$ cat src/rtl/fmac_pkg.sv
package fmac_pkg;

  typedef enum logic [1:0] {
    OP_CLR = 2'b00,
    OP_LD  = 2'b01,
    OP_MUL = 2'b10,
    OP_MAC = 2'b11
  } fmac_op_e;

endpackage

$ cat src/rtl/fmac_mul_stage.sv
module fmac_mul_stage
  import fmac_pkg::*;
#(
  parameter int DATA_W = 16,
  parameter int EXT_W  = 4
) (
  input  logic                     clk,
  input  logic                     rst_n,
  input  logic                     start_i,
  input  fmac_op_e                 op_i,
  input  logic [DATA_W-1:0]        opa_i,
  input  logic [DATA_W-1:0]        opb_i,
  output logic                     s1_valid_o,
  output fmac_op_e                 s1_op_o,
  output logic [2*DATA_W+EXT_W-1:0] s1_prod_o,
  output logic [2*DATA_W+EXT_W-1:0] s1_load_o
);

  localparam int PROD_W = 2 * DATA_W;
  localparam int ACC_W  = PROD_W + EXT_W;

  // Q15 x Q15 -> Q31 in a 33-bit frame, then sign-extended to the accumulator width.
  function automatic logic [ACC_W-1:0] q31_product(input logic signed [DATA_W-1:0] a,
                                                   input logic signed [DATA_W-1:0] b);
    logic signed [PROD_W-1:0] p;
    p = a * b;
    return {{(EXT_W-1){p[PROD_W-1]}}, p, 1'b0};
  endfunction

  // Two words form a 32-bit Q31 value, sign-extended.
  function automatic logic [ACC_W-1:0] load_value(input logic [DATA_W-1:0] hi,
                                                  input logic [DATA_W-1:0] lo);
    return {{EXT_W{hi[DATA_W-1]}}, hi, lo};
  endfunction

  always_ff @(posedge clk or negedge rst_n) begin
    if (!rst_n) begin
      s1_valid_o <= 1'b0;
      s1_op_o    <= OP_CLR;
      s1_prod_o  <= '0;
      s1_load_o  <= '0;
    end else begin
      s1_valid_o <= start_i;
      if (start_i) begin
        s1_op_o   <= op_i;
        s1_prod_o <= q31_product(opa_i, opb_i);
        s1_load_o <= load_value(opa_i, opb_i);
      end
    end
  end

endmodule

$ cat src/rtl/fmac_acc_stage.sv
module fmac_acc_stage
  import fmac_pkg::*;
#(
  parameter int ACC_W = 36
) (
  input  logic             clk,
  input  logic             rst_n,
  input  logic             s1_valid_i,
  input  fmac_op_e         s1_op_i,
  input  logic [ACC_W-1:0] s1_prod_i,
  input  logic [ACC_W-1:0] s1_load_i,
  output logic [ACC_W-1:0] acc_o,
  output logic             ovf_o,
  output logic             done_o,
  output logic             mac_fire_o,
  output logic             add_ovf_o
);

  // Wrapping add; the top bit of the result flags a sign error.
  function automatic logic [ACC_W:0] add_wrap(input logic [ACC_W-1:0] x,
                                              input logic [ACC_W-1:0] y);
    logic [ACC_W-1:0] s;
    logic             v;
    s = x + y;
    v = (x[ACC_W-1] == y[ACC_W-1]) && (s[ACC_W-1] != x[ACC_W-1]);
    return {v, s};
  endfunction

  logic [ACC_W:0]   sum_w;
  logic [ACC_W-1:0] acc_next;

  assign sum_w      = add_wrap(acc_o, s1_prod_i);
  assign mac_fire_o = s1_valid_i && (s1_op_i == OP_MAC);
  assign add_ovf_o  = mac_fire_o && sum_w[ACC_W];

  always_comb begin
    unique case (s1_op_i)
      OP_CLR:  acc_next = '0;
      OP_LD:   acc_next = s1_load_i;
      OP_MUL:  acc_next = s1_prod_i;
      default: acc_next = sum_w[ACC_W-1:0];
    endcase
  end

  always_ff @(posedge clk or negedge rst_n) begin
    if (!rst_n) begin
      acc_o  <= '0;
      ovf_o  <= 1'b0;
      done_o <= 1'b0;
    end else begin
      done_o <= s1_valid_i;
      if (s1_valid_i) begin
        acc_o <= acc_next;
        ovf_o <= add_ovf_o;
      end
    end
  end

endmodule

$ cat src/rtl/fmac_ofs_unpack.sv
module fmac_ofs_unpack #(
  parameter int NIB_W = 4,
  parameter int PTR_W = 16
) (
  input  logic               clk,
  input  logic               rst_n,
  input  logic               start_i,
  input  logic [2*NIB_W-1:0] ofs_i,
  output logic [PTR_W-1:0]   xofs_o,
  output logic [PTR_W-1:0]   yofs_o
);

  logic [2*NIB_W-1:0] byte_q;
  logic [PTR_W-1:0]   step_w [2];

  function automatic logic [PTR_W-1:0] widen(input logic [NIB_W-1:0] n);
    return {{(PTR_W-NIB_W){n[NIB_W-1]}}, n};
  endfunction

  always_ff @(posedge clk or negedge rst_n) begin
    if (!rst_n)       byte_q <= '0;
    else if (start_i) byte_q <= ofs_i;
  end

  // Index 1 = upper nibble (X), index 0 = lower nibble (Y).
  for (genvar g = 0; g < 2; g++) begin : g_nib
    logic [PTR_W-1:0] q;
    always_ff @(posedge clk or negedge rst_n) begin
      if (!rst_n) q <= '0;
      else        q <= widen(byte_q[g*NIB_W +: NIB_W]);
    end
    assign step_w[g] = q;
  end

  assign xofs_o = step_w[1];
  assign yofs_o = step_w[0];

endmodule

$ cat src/rtl/fmac_unit.sv
module fmac_unit
  import fmac_pkg::*;
#(
  parameter int DATA_W = 16,
  parameter int EXT_W  = 4,
  parameter int NIB_W  = 4,
  parameter int PTR_W  = 16
) (
  input  logic                      clk,
  input  logic                      rst_n,
  input  logic                      start_i,
  input  logic [1:0]                op_i,
  input  logic [DATA_W-1:0]         opa_i,
  input  logic [DATA_W-1:0]         opb_i,
  input  logic [2*NIB_W-1:0]        ofs_i,
  output logic [2*DATA_W+EXT_W-1:0] acc_o,
  output logic                      ovf_o,
  output logic                      done_o,
  output logic [PTR_W-1:0]          xofs_o,
  output logic [PTR_W-1:0]          yofs_o
);

  localparam int ACC_W = 2 * DATA_W + EXT_W;

  logic             s1_valid;
  fmac_op_e         s1_op;
  logic [ACC_W-1:0] s1_prod;
  logic [ACC_W-1:0] s1_load;
  logic             mac_fire;
  logic             add_ovf;

  fmac_mul_stage #(.DATA_W(DATA_W), .EXT_W(EXT_W)) u_mul (
    .clk        (clk),
    .rst_n      (rst_n),
    .start_i    (start_i),
    .op_i       (fmac_op_e'(op_i)),
    .opa_i      (opa_i),
    .opb_i      (opb_i),
    .s1_valid_o (s1_valid),
    .s1_op_o    (s1_op),
    .s1_prod_o  (s1_prod),
    .s1_load_o  (s1_load)
  );

  fmac_acc_stage #(.ACC_W(ACC_W)) u_acc (
    .clk        (clk),
    .rst_n      (rst_n),
    .s1_valid_i (s1_valid),
    .s1_op_i    (s1_op),
    .s1_prod_i  (s1_prod),
    .s1_load_i  (s1_load),
    .acc_o      (acc_o),
    .ovf_o      (ovf_o),
    .done_o     (done_o),
    .mac_fire_o (mac_fire),
    .add_ovf_o  (add_ovf)
  );

  fmac_ofs_unpack #(.NIB_W(NIB_W), .PTR_W(PTR_W)) u_ofs (
    .clk     (clk),
    .rst_n   (rst_n),
    .start_i (start_i),
    .ofs_i   (ofs_i),
    .xofs_o  (xofs_o),
    .yofs_o  (yofs_o)
  );

endmodule

$ cat config.mk
export PLATFORM = sky130hd
export DESIGN_NAME = fmac_unit
export DESIGN_NICKNAME = d
export VERILOG_FILES = /design/src/rtl/fmac_pkg.sv /design/src/rtl/fmac_mul_stage.sv /design/src/rtl/fmac_acc_stage.sv /design/src/rtl/fmac_ofs_unpack.sv /design/src/rtl/fmac_unit.sv
export SDC_FILE = /design/constraint.sdc
export NUM_CORES = 1
export LEC_CHECK = 0
export BUFFER_PORTS_ARGS = -buffer_cell sky130_fd_sc_hd__buf_2
export CAP_MARGIN = 15
export CORE_MARGIN = 4
export CORE_UTILIZATION = 50
export CTS_CLUSTER_DIAMETER = 50
export DETAILED_ROUTE_END_ITERATION = 6
export PLACE_DENSITY = 0.68
export SLEW_MARGIN = 20
export SYNTH_ARGS = -nofsm -noshare
export SYNTH_HDL_FRONTEND = slang
export SYNTH_SLANG_ARGS = --single-unit
$ cat constraint.sdc
create_clock -name clk -period 3.54 [get_ports clk]
set_input_delay 0.531 -clock clk [delete_from_list [all_inputs] [get_ports clk]]
set_output_delay 0.531 -clock clk [all_outputs]
set_load 0.02 [all_outputs]
==> results.ini <==
[yosys]
synth_warnings = 0
synthFlopType = dfrtp_1
synthArstFlopShare = 1.000
avgSynthCellArea_um2 = 9.475
yosysSeqAreaShare = 0.1817
synth_edf_count = 0
ys_types = 62
synth_area_mm2 = 0.01667
syn_inst = 1759
ys_ff_latch = 121
mappedNetlistNets = 2183

[clock_tree]
cts_hold_buf = 0
cts_buffers = 17
cts-root-buf = clkbuf_16
clockBufferDepth = 2
htreeDepth = 4
cts_tree = done
clk_latency_ns = 0.42
cts_num_sinks = 121
cts.clk_slew.worst_paths_ns = 0.06

[placement]
hpwlAfterDp_um = 36050
place_area_mm2 = 0.01915
port-buffer-count = 114
placedCellCount = 2418
gp_routability_congestion = 0.9285

[critical_path]
worstPathRequired_ns = 3.84
crit_start = opa_i[7]
crit_fanout = 6
crit_type = in -> reg
cpMostUsedCell = fa_1
startpoint_type = input port
max_stage_delay_ns = 0.59
cp.arrival_ns = 6.15
cp-end-kind = flop
cp_slowest_cell = fa_1
path_cells = buf_12 -> and2_4 -> fa_1 -> inv_1 -> fa_1 -> fa_2 -> fa_1 -> inv_1 -> fa_1 -> fa_1 -> ha_4 -> a211oi_2 -> nor2_1 -> or3_4 -> o21ai_4 -> o221ai_2 -> o41a_1 -> a311oi_2 -> xnor2_1 -> mux2_2
r2r-start = u_acc.acc_o[1]$_DFFE_PN0P_
worst-r2r-cell-count = 14

[die]
core_area_mm2 = 0.03270
dieArea_mm2 = 0.03632
die_y_um = 190.6
rows = 66
ios = 115
die_w_um = 190.6
start_util = 0.5096

[cells_and_area]
utilization = 0.6349
drive_above_1_share = 0.2955
finalNonFillerCells = 2479
final_area_mm2 = 0.02076
final_common_cell = inv_1
fill_cells = 2734
n_antenna_cell = 0
syn_to_final_growth_pct = 24.59
final_cell_mix = inv_1, fa_1, buf_4, nand2_1, dfrtp_1
nets = 2448

[timing]
slew_violations = 0
maxSlewHeadroom = 0.4071
worst_hold_slack_ns = 0.2208
layout_setup_ws_ns = -2.305
finalClockSkew_ns = 0.009607
fin_crit_ns = 5.845
rsz0062_at_grt = yes
hold_viol_final = 0
min_period_over_period = 1.651
setup_viol = 26
fmax_ghz = 0.1711
worst_pin_slew_ns = 0.8893

[route]
wl_per_cell_um = 18.09
routed_wl_um = 44840
drt_pass1_iterations = 5
drc = 0
ant_nets = 0
drt_iter0_markers = 728
via_count = 13320
routed_via_density = 5.374

[run_status]
violations = negative setup slack
status = finished, violations left

[global_routing]
grt_util_all_layers = 0.2553
antenna_found_initial = 0
grt_max_degree = 66
overflow = 0
grt_first_pass_wirelength_um = 73560
grt_pass1_vias = 14620

[hold_path]
hp-class = in -> async

[flow_run]
max_cap_viol_count = 0

[flip-flops by register name, summed over array words and instances, names as in the netlist]
register	cells
u_acc.acc_o	36
u_mul.s1_load_o	32
u_mul.s1_prod_o	32
u_ofs.byte_q	8
u_ofs.xofs_o	4
u_ofs.yofs_o	4
u_mul.s1_op_o	2
u_acc.done_o	1
u_acc.ovf_o	1
u_mul.s1_valid_o	1
[kinds of logic (layout without fill, tap and decap cells)]
logic type | Yosys count | count (layout) | synth area share
and+or+nand+nor | 457 | 457 | 0.1311
buffers and inverters | 409 | 687 | 0.09752
adders and majority gates | 379 | 379 | 0.4030
AOI/OAI and AO/OA | 255 | 255 | 0.1025
DFF | 121 | 121 | 0.1817
muxes | 81 | 81 | 0.05428
xor gates and xnor gates | 57 | 57 | 0.02996
[Yosys cell counts, drive strengths merged (3+ instances only)]
| cell | instances | area [um2] |
|---|---|---|
| a2111oi | 3 | 45.05 |
| a211o | 3 | 26.28 |
| a211oi | 8 | 60.06 |
| a21o | 29 | 217.7 |
| a21oi | 72 | 360.4 |
| a221oi | 22 | 198.9 |
| a31oi | 13 | 81.33 |
| a41oi | 3 | 26.28 |
| and2 | 127 | 794.5 |
| and3 | 7 | 43.79 |
| buf | 27 | 191.4 |
| clkbuf | 62 | 232.7 |
| dfrtp | 121 | 3028 |
| fa | 263 | 5265 |
| ha | 116 | 1451 |
| inv | 319 | 1197 |
| mux2 | 75 | 844.6 |
| mux2i | 6 | 60.06 |
| nand2 | 161 | 604.3 |
| nand2b | 12 | 75.07 |
| nand3 | 7 | 35.03 |
| nand4 | 7 | 43.79 |
| nor2 | 103 | 386.6 |
| nor2b | 7 | 43.79 |
| nor3 | 17 | 85.08 |
| o211ai | 5 | 37.54 |
| o21a | 11 | 82.58 |
| o21ai | 50 | 261.5 |
| o21bai | 6 | 45.04 |
| o22ai | 3 | 18.77 |
| o31ai | 5 | 37.54 |
| or3 | 3 | 23.77 |
| xnor2 | 43 | 376.6 |
| xor2 | 14 | 122.6 |
[final timing paths]
path | end | slack, ns
max in group asynchronous | u_acc.acc_o[29]$_DFFE_PN0P_ | 2.49
min | u_mul.s1_load_o[5]$_DFFE_PN0P_ | 0.22
max reg2reg | u_acc.acc_o[31]$_DFFE_PN0P_ | 0.15
max | u_mul.s1_prod_o[31]$_DFFE_PN0P_ | -2.30
min reg2reg | u_ofs.yofs_o[3]$_DFF_PN0_ | 0.37
min in group clk | u_mul.s1_op_o[0]$_DFFE_PN0P_ | 0.32
[per-layer routing]
metal  track usage  up-vias  wire length [um]
li1              -     6103                 -
met1        0.3139     6766             17690
met2        0.4569      351             23540
met3       0.02838      101              1637
met4        0.1080        0              1971
met5             0        -                 0
[repair_timing]
| item | in CTS | in global routing |
|---|---|---|
| hold endpoints to repair | 0 | 0 |
| pin swaps | 60 | 73 |
| setup endpoints to repair | 26 | 31 |
| gates resized for setup | 130 | 91 |
| setup buffers | 22 | 12 |
[stage by stage]
step	worst slack (ns)	setup TNS, ns
2_1_floorplan	-2.567	-41.69
3_3_place_gp	-2.795	-54.51
3_5_place_dp	-2.847	-55.93
4_1_cts	-2.241	-40.68
5_1_grt	-2.456	-45.56
6_report	-2.305	-41.92
[worst max-delay path, delay by kind of cell]
family,cells,cell delay (ns)
fa+ha+maj,7,3.25
simple gates,3,0.57
compound gates,5,1.21
xor+xnor,1,0.10
mux,1,0.26
buf+inv,3,0.21
[cell type report]
type	instances	area, um2	share of cell area
Multi-Input combinational cell	1229	12720	0.6125
Sequential cell	121	3028	0.1458
Timing Repair Buffer	335	2630	0.1267
Inverter	320	1204	0.05797
Tap cell	442	553.0	0.02663
Clock buffer	21	460.4	0.02218
Clock inverter	11	170.2	0.008195
Power is left out: the tool's default activity adds up to more than one toggle a clock period on the data nets, which glitch-free logic cannot reach.
